**src/rtl/dhcfg_pkg.sv**
```systemverilog
package dhcfg_pkg;
  localparam int CFG_AW   = 8;
  localparam int CFG_DW   = 8;
  localparam int CFG_DEVW = 7;

  typedef struct packed {
    logic              we;
    logic [CFG_AW-1:0] addr;
    logic [CFG_DW-1:0] data;
  } wr_bus_t;
endpackage

```
**src/rtl/dhcfg_host_gate.sv**
```systemverilog
module dhcfg_host_gate #(
  parameter bit CHECK_DEV = 1'b0,
  parameter int DEVW      = 7
) (
  input  logic            clk,
  input  logic            rst_n,
  input  logic            port_en_i,
  input  logic            wr_i,
  input  logic            rd_i,
  input  logic [DEVW-1:0] dev_i,
  input  logic [DEVW-1:0] dev_match_i,
  output logic            wr_ok_o,
  output logic            rd_ok_o,
  output logic            ack_o
);
  logic dev_hit;
  logic accept;
  logic ack_d, ack_q;

  always_comb begin
    dev_hit = (!CHECK_DEV) || (dev_i == dev_match_i);
    accept  = port_en_i && dev_hit;
    wr_ok_o = accept && wr_i;
    rd_ok_o = accept && rd_i;
    ack_d   = accept && (wr_i || rd_i);
  end

  always_ff @(posedge clk or negedge rst_n) begin
    if (!rst_n) ack_q <= 1'b0;
    else        ack_q <= ack_d;
  end

  assign ack_o = ack_q;

  // an ack always follows an enabled strobe
  p_ack_cause_r10: assert property (@(posedge clk) disable iff (!rst_n)
    ack_o |-> $past(port_en_i && (wr_i || rd_i)));

  // a disabled port never acknowledges
  p_blocked_no_ack_r8: assert property (@(posedge clk) disable iff (!rst_n)
    !port_en_i |=> !ack_o);

  // wrong device address gets no ack
  p_dev_mismatch_r7: assert property (@(posedge clk) disable iff (!rst_n)
    (CHECK_DEV && (dev_i != dev_match_i)) |=> !ack_o);
endmodule

```
**src/rtl/dhcfg_reg_slot.sv**
```systemverilog
module dhcfg_reg_slot
  import dhcfg_pkg::*;
#(
  parameter int                STRAP_W   = 3,
  parameter logic [CFG_AW-1:0] SLOT_ADDR = '0
) (
  input  logic               clk,
  input  logic               rst_n,
  input  logic [STRAP_W-1:0] strap_i,
  input  wr_bus_t            aux_wr_i,
  input  wr_bus_t            i2c_wr_i,
  output logic [CFG_DW-1:0]  eff_o
);
  logic              aux_hit, i2c_hit;
  logic              upd_en;
  logic [CFG_DW-1:0] val_d, val_q;
  logic              written_d, written_q;

  always_comb begin
    aux_hit = aux_wr_i.we && (aux_wr_i.addr == SLOT_ADDR);
    i2c_hit = i2c_wr_i.we && (i2c_wr_i.addr == SLOT_ADDR);
    upd_en  = 1'b0;
    val_d   = val_q;
    if (aux_hit) begin
      upd_en = 1'b1;
      val_d  = aux_wr_i.data;
    end else if (i2c_hit) begin
      upd_en = 1'b1;
      val_d  = i2c_wr_i.data;
    end
    written_d = written_q || upd_en;
  end

  always_ff @(posedge clk or negedge rst_n) begin
    if (!rst_n) begin
      val_q     <= '0;
      written_q <= 1'b0;
    end else if (upd_en) begin
      val_q     <= val_d;
      written_q <= written_d;
    end
  end

  assign eff_o = written_q ? val_q : CFG_DW'(strap_i);

  // once written, a parameter stays on its register value
  p_written_sticky_r3: assert property (@(posedge clk) disable iff (!rst_n)
    written_q |=> written_q);

  // no write, no change, whatever the strap does
  p_hold_value_r3: assert property (@(posedge clk) disable iff (!rst_n)
    (written_q && !(aux_wr_i.we && aux_wr_i.addr == SLOT_ADDR)
               && !(i2c_wr_i.we && i2c_wr_i.addr == SLOT_ADDR))
    |=> $stable(eff_o));

  // same-address collision keeps the auxiliary byte
  p_aux_wins_r9: assert property (@(posedge clk) disable iff (!rst_n)
    (aux_wr_i.we && i2c_wr_i.we && aux_wr_i.addr == SLOT_ADDR &&
     i2c_wr_i.addr == SLOT_ADDR) |=> (eff_o == $past(aux_wr_i.data)));
endmodule

```
**src/rtl/dhcfg_read_port.sv**
```systemverilog
module dhcfg_read_port
  import dhcfg_pkg::*;
#(
  parameter int                NUM_REGS  = 4,
  parameter logic [CFG_AW-1:0] BASE_ADDR = 8'h10
) (
  input  logic                       clk,
  input  logic                       rst_n,
  input  logic                       rd_ok_i,
  input  logic [CFG_AW-1:0]          addr_i,
  input  logic [NUM_REGS*CFG_DW-1:0] eff_i,
  output logic                       rvalid_o,
  output logic [CFG_DW-1:0]          rdata_o
);
  logic [CFG_AW-1:0] offs;
  logic              hit;
  logic [CFG_DW-1:0] sel;
  logic              rvalid_d, rvalid_q;
  logic [CFG_DW-1:0] rdata_d, rdata_q;

  always_comb begin
    offs = addr_i - BASE_ADDR;
    hit  = (addr_i >= BASE_ADDR) && (offs < CFG_AW'(NUM_REGS));
    sel  = '0;
    for (int i = 0; i < NUM_REGS; i++) begin
      if (offs == CFG_AW'(i)) sel = eff_i[i*CFG_DW +: CFG_DW];
    end
    rvalid_d = rd_ok_i;
    rdata_d  = hit ? sel : '0;
  end

  always_ff @(posedge clk or negedge rst_n) begin
    if (!rst_n) rvalid_q <= 1'b0;
    else        rvalid_q <= rvalid_d;
  end

  always_ff @(posedge clk or negedge rst_n) begin
    if (!rst_n)       rdata_q <= '0;
    else if (rd_ok_i) rdata_q <= rdata_d;
  end

  assign rvalid_o = rvalid_q;
  assign rdata_o  = rdata_q;

  // data valid only after an accepted read strobe
  p_rvalid_cause_r4: assert property (@(posedge clk) disable iff (!rst_n)
    rvalid_o |-> $past(rd_ok_i));

  // unmapped reads return zero
  p_unmapped_zero_r5: assert property (@(posedge clk) disable iff (!rst_n)
    (rd_ok_i && !((int'(addr_i) >= int'(BASE_ADDR)) &&
                  (int'(addr_i) < int'(BASE_ADDR) + NUM_REGS)))
    |=> (rdata_o == '0));
endmodule

```
**src/rtl/dual_host_cfg_bank.sv**
```systemverilog
module dual_host_cfg_bank
  import dhcfg_pkg::*;
#(
  parameter int                  NUM_REGS      = 4,
  parameter int                  STRAP_W       = 3,
  parameter logic [CFG_AW-1:0]   BASE_ADDR     = 8'h10,
  parameter logic [CFG_DEVW-1:0] I2C_DEV_OPEN  = 7'h60,
  parameter logic [CFG_DEVW-1:0] I2C_DEV_LOW   = 7'h20
) (
  input  logic                         clk,
  input  logic                         rst_n,
  input  logic                         hpd_i,
  input  logic                         low_pwr_i,
  input  logic                         deep_pd_i,
  input  logic                         addr_sel_i,
  input  logic [NUM_REGS*STRAP_W-1:0]  straps_i,
  input  logic                         aux_wr_i,
  input  logic                         aux_rd_i,
  input  logic [CFG_AW-1:0]            aux_addr_i,
  input  logic [CFG_DW-1:0]            aux_wdata_i,
  output logic                         aux_ack_o,
  output logic                         aux_rvalid_o,
  output logic [CFG_DW-1:0]            aux_rdata_o,
  input  logic [CFG_DEVW-1:0]          i2c_dev_i,
  input  logic                         i2c_wr_i,
  input  logic                         i2c_rd_i,
  input  logic [CFG_AW-1:0]            i2c_addr_i,
  input  logic [CFG_DW-1:0]            i2c_wdata_i,
  output logic                         i2c_ack_o,
  output logic                         i2c_rvalid_o,
  output logic [CFG_DW-1:0]            i2c_rdata_o,
  output logic [NUM_REGS*CFG_DW-1:0]   param_o
);
  localparam int EFF_W = NUM_REGS * CFG_DW;

  // reset: asserted asynchronously, released on the clock
  logic [1:0] rst_sync_q;
  logic       rst_int_n;

  always_ff @(posedge clk or negedge rst_n) begin
    if (!rst_n) rst_sync_q <= 2'b00;
    else        rst_sync_q <= {rst_sync_q[0], 1'b1};
  end
  assign rst_int_n = rst_sync_q[1];

  // hot-plug arming
  logic armed_d, armed_q;
  logic access_ok, aux_en, i2c_en;
  logic [CFG_DEVW-1:0] dev_sel;

  always_comb begin
    armed_d   = armed_q || hpd_i;
    access_ok = armed_q || hpd_i;
    aux_en    = access_ok && !deep_pd_i;
    i2c_en    = aux_en && !low_pwr_i;
    dev_sel   = addr_sel_i ? I2C_DEV_OPEN : I2C_DEV_LOW;
  end

  always_ff @(posedge clk or negedge rst_int_n) begin
    if (!rst_int_n)  armed_q <= 1'b0;
    else if (hpd_i)  armed_q <= armed_d;
  end

  // port qualification
  logic aux_wr_ok, aux_rd_ok, i2c_wr_ok, i2c_rd_ok;

  dhcfg_host_gate #(.CHECK_DEV(1'b0), .DEVW(CFG_DEVW)) aux_gate_i (
    .clk         (clk),
    .rst_n       (rst_int_n),
    .port_en_i   (aux_en),
    .wr_i        (aux_wr_i),
    .rd_i        (aux_rd_i),
    .dev_i       ('0),
    .dev_match_i ('0),
    .wr_ok_o     (aux_wr_ok),
    .rd_ok_o     (aux_rd_ok),
    .ack_o       (aux_ack_o)
  );

  dhcfg_host_gate #(.CHECK_DEV(1'b1), .DEVW(CFG_DEVW)) i2c_gate_i (
    .clk         (clk),
    .rst_n       (rst_int_n),
    .port_en_i   (i2c_en),
    .wr_i        (i2c_wr_i),
    .rd_i        (i2c_rd_i),
    .dev_i       (i2c_dev_i),
    .dev_match_i (dev_sel),
    .wr_ok_o     (i2c_wr_ok),
    .rd_ok_o     (i2c_rd_ok),
    .ack_o       (i2c_ack_o)
  );

  wr_bus_t aux_bus, i2c_bus;

  always_comb begin
    aux_bus.we   = aux_wr_ok;
    aux_bus.addr = aux_addr_i;
    aux_bus.data = aux_wdata_i;
    i2c_bus.we   = i2c_wr_ok;
    i2c_bus.addr = i2c_addr_i;
    i2c_bus.data = i2c_wdata_i;
  end

  // parameter registers
  logic [EFF_W-1:0] eff;

  for (genvar g = 0; g < NUM_REGS; g++) begin : g_slot
    dhcfg_reg_slot #(
      .STRAP_W   (STRAP_W),
      .SLOT_ADDR (CFG_AW'(int'(BASE_ADDR) + g))
    ) slot_i (
      .clk      (clk),
      .rst_n    (rst_int_n),
      .strap_i  (straps_i[g*STRAP_W +: STRAP_W]),
      .aux_wr_i (aux_bus),
      .i2c_wr_i (i2c_bus),
      .eff_o    (eff[g*CFG_DW +: CFG_DW])
    );
  end

  assign param_o = eff;

  // read return paths
  dhcfg_read_port #(.NUM_REGS(NUM_REGS), .BASE_ADDR(BASE_ADDR)) aux_rd_i0 (
    .clk      (clk),
    .rst_n    (rst_int_n),
    .rd_ok_i  (aux_rd_ok),
    .addr_i   (aux_addr_i),
    .eff_i    (eff),
    .rvalid_o (aux_rvalid_o),
    .rdata_o  (aux_rdata_o)
  );

  dhcfg_read_port #(.NUM_REGS(NUM_REGS), .BASE_ADDR(BASE_ADDR)) i2c_rd_i0 (
    .clk      (clk),
    .rst_n    (rst_int_n),
    .rd_ok_i  (i2c_rd_ok),
    .addr_i   (i2c_addr_i),
    .eff_i    (eff),
    .rvalid_o (i2c_rvalid_o),
    .rdata_o  (i2c_rdata_o)
  );

  // arming never drops before reset
  p_armed_sticky_r6: assert property (@(posedge clk) disable iff (!rst_int_n)
    armed_q |=> armed_q);

  // nothing is accepted before hot-plug detect
  p_no_access_before_hpd_r6: assert property (@(posedge clk) disable iff (!rst_int_n)
    (!armed_q && !hpd_i) |=>
      (!aux_ack_o && !i2c_ack_o && !aux_rvalid_o && !i2c_rvalid_o));

  // deep power-saving silences both ports
  p_deep_pd_silent_r8: assert property (@(posedge clk) disable iff (!rst_int_n)
    deep_pd_i |=> (!aux_ack_o && !i2c_ack_o));
endmodule

```
**config.mk**
```make
export PLATFORM = sky130hd
export DESIGN_NAME = dual_host_cfg_bank
export DESIGN_NICKNAME = d
export VERILOG_FILES = /design/src/rtl/dhcfg_pkg.sv /design/src/rtl/dhcfg_host_gate.sv /design/src/rtl/dhcfg_reg_slot.sv /design/src/rtl/dhcfg_read_port.sv /design/src/rtl/dual_host_cfg_bank.sv
export SDC_FILE = /design/constraint.sdc
export NUM_CORES = 1
export LEC_CHECK = 0
export BUFFER_PORTS_ARGS = -buffer_cell sky130_fd_sc_hd__buf_2
export CORE_ASPECT_RATIO = 0.7
export CORE_UTILIZATION = 30
export CTS_CLUSTER_SIZE = 25
export DETAILED_ROUTE_END_ITERATION = 7
export PLACE_DENSITY = 0.56
export SYNTH_ARGS = -nofsm -noshare
export SYNTH_HDL_FRONTEND = slang
export SYNTH_SLANG_ARGS = --single-unit
```
**constraint.sdc**
```tcl
create_clock -name clk -period 5.7 [get_ports clk]
set_clock_uncertainty 0.1 [all_clocks]
set_input_delay 0.285 -clock clk [delete_from_list [all_inputs] [get_ports clk]]
set_output_delay 0.285 -clock clk [all_outputs]
set_load 0.005 [all_outputs]
```
==> flow_summary.toml <==
[outcome]
status = "finished clean"

[layout]
finalInstanceArea_mm2 = 0.00471
drive_gt1_share_pct = 29.7
n_antenna_cell = 0
fin_nets = 569
syn2layout_area_growth_pct = 22.8

[timing]
slew_viol_final = 0
post-route-period-util_pct = 39.6
min_period_ns = 2.25
setup-tns-final_ns = 0
hold_viol_final = 0
max_freq_ghz = 0.444
rsz0062_at_grt = "no"
slew_headroom_pct = 18.9
worstMarginPinSlew_ns = 1.22
setup_viol = 0

[drt]
drc = 0
vias = 3836
wirelength_um = 13600
drtIter0Drc = 371
ant_nets = 0
via_per_inst = 5.69
wl_per_cell_um = 20.2
dr.pass1.iters = 6

[power_and_ir_drop]
sequentialPowerShare_pct = 38.5
cell_internal_pwr_w = 0.000877
vdd_drop_max_v = 0.000158
p_per_area_mw_per_mm2 = 249
p_total_w = 0.00117
netSwitchingFraction_pct = 25.1
p_sw_w = 0.000294
comb_power_share_pct = 11.8
p_leak_nw = 2.25
power_frac_clock_pct = 49.7

[synthesis]
yosysWarnings = 0
ys_top_cells_by_count = "dfrtp_1, o21ai_0, nor2_1"
ys_seq_area_share_pct = 38.5
synth_seq_cells = 59
yosysUniqueCellTypes = 47
synth-edff-count = 0
synth-main-ff-cell = "dfrtp_1"
netlist_area_mm2 = 0.00384
synth_cells = 422
synthTopCellsByArea = "dfrtp_1, a2bb2oi_1, a32oi_1"
yosysTopAreaCell = "dfrtp_1"
synth.most_common_cell = "dfrtp_1"
synthArstFlopShare_pct = 100
syn_area_per_cell_um2 = 9.09
synth_nets = 483
synth_top_area_share_pct = 38.5

[clocking]
htree_levels = 3
cts-root-buf = "clkbuf_16"
cts_buffers = 9
clk_latency_ns = 0.33
clkTransAtPathRegs_ns = 0.05
hold_buffers = 1
clk_path_buf_depth = 2
cts_tree = "done"
post_cts_resized = 0
clock-sinks = 59
cts_setup_buffers = 0

[die]
core-area_mm2 = 0.0124
io_pins = 113
dieArea_mm2 = 0.0133
die_w_um = 137
start_util_pct = 30.9
row_count = 34
die_y_um = 96.6

[global_routing]
use_met3_pct = 5.29
use_met1_pct = 34.0
grt_pass1_vias = 3603
antenna_found_initial = 0
grt_pass1_wl_um = 20900
overflow = 0
grt_usage_pct = 21.1
grt_max_degree = 58
busiest_layer = "met1"
grt.met2_usage_pct = 27.7

[placed_design]
io_buffer_count = 112
dp_hpwl_um = 9730
dpl_cell_area_mm2 = 0.00439
gp_congestion = 0.817

[setup_path]
critPathKind = "register to register"
cp-start-kind = "register"
end_kind = "register"
worstReg2RegStart = "armed_q$_DFFE_PN0P_"
r2r_slack_ns = 3.45
crit_path_start = "armed_q$_DFFE_PN0P_"
worstPathMaxFanout = 32
r2r_cells = 4
r2r-end = "g_slot[3].slot_i.val_q[2]$_DFFE_PN0P_"
worstPathArrival_ns = 2.41
worst_ep_required_time_ns = 5.85

[min_path]
min-delay-start = "hpd_i"
hold_depth = 2
hold_path.class = "input pin to register"
min_to = "armed_q$_DFFE_PN0P_"

[flow_run]
drv_cap = 0
placed cells by master (no fill, tap or decap), types with 7 or more instances in the layout:
cell       count
a2bb2oi_1     32
mux4_2         7
nand2_1       33
dfrtp_1       58
inv_1         27
o211ai_1       8
a32oi_1       32
clkbuf_16      9
nor2_1        41
and2_1        10
o21ai_0       55
mux2i_1       12
buf_2        112
nand3_1       18
worst max-delay path, cell delays in order (launching register included):
cell       delay, ns
dfrtp_1         0.34
o21ba_2         0.27
and2_1          0.98
a32oi_1         0.25
a2bb2oi_1       0.21
state kept, by name, summed over array words and instances, names as in the netlist:
name,count
g_slot.slot_i.val_q,32
aux_rd_i0.rdata_o,8
i2c_rd_i0.rdata_o,8
g_slot.slot_i.written_q,4
rst_sync_q,2
armed_q,1
aux_gate_i.ack_o,1
aux_rd_i0.rvalid_o,1
i2c_gate_i.ack_o,1
i2c_rd_i0.rvalid_o,1
layout make-up:
| class | count | area [um2] |
|---|---|---|
| Clock inverter | 5 | 77.6 |
| Clock buffer | 10 | 239 |
| Tap cell | 162 | 203 |
| Fill cell | 1315 | 7710 |
| Inverter | 27 | 101 |
| Multi-Input combinational cell | 296 | 2030 |
| Timing Repair Buffer | 115 | 586 |
| Sequential cell | 59 | 1480 |
power groups by stage:
stage / Combinational (W) / Sequential (W) / Clock, W
final: 0.000138 / 0.000451 / 0.000582
after global routing: 0.000150 / 0.000452 / 0.000607
after CTS: 0.000136 / 0.000450 / 0.000590
after detailed placement: 0.000135 / 0.000458 / 0
after global placement: 0.000134 / 0.000457 / 0
after floorplan: 0.0000837 / 0.000451 / 0
kinds of logic (layout without fill, tap and decap cells):
kind of cell           count (synthesis)  count (layout)  share of synthesized area [%]
XOR/XNOR                               1               1                          0.424
other                                  1               1                         0.0978
AO/OA/AOI/OAI                        145             145                           26.7
multiplexers                          20              20                           7.89
flip-flops                            59              59                           38.5
buffers and inverters                 67             157                           8.64
AND/OR/NAND/NOR                      129             129                           17.7
metal layers:
metal / vias up / routed length (um)
li1: 1728 / -
met1: 1879 / 6770
met2: 222 / 5380
met3: 7 / 1390
met4: 0 / 76
met5: - / 0
worst max-delay path by stage:
stage,end,slack (ns),cells past startpoint
after global placement,g_slot[2].slot_i.val_q[2]$_DFFE_PN0P_,3.23,5
final,g_slot[3].slot_i.val_q[2]$_DFFE_PN0P_,3.45,4
after global routing,g_slot[2].slot_i.val_q[1]$_DFFE_PN0P_,3.29,5
after floorplan,armed_q$_DFFE_PN0P_,3.84,0
after CTS,g_slot[2].slot_i.val_q[1]$_DFFE_PN0P_,3.52,4
after detailed placement,g_slot[2].slot_i.val_q[4]$_DFFE_PN0P_,3.27,5
per-stage QoR:
stage	cells	setup WS (ns)	util (%)	hold WS, ns
floorplan	422	3.84	-	-0.111
global placement	658	3.23	35.3	-0.0281
detailed placement	658	3.27	35.3	-0.0262
CTS	674	3.52	37.9	0.0716
global route	674	3.29	37.9	0.0755
finish	674	3.45	37.9	0.0730
Note: power is estimated with default switching activity, not from simulation.
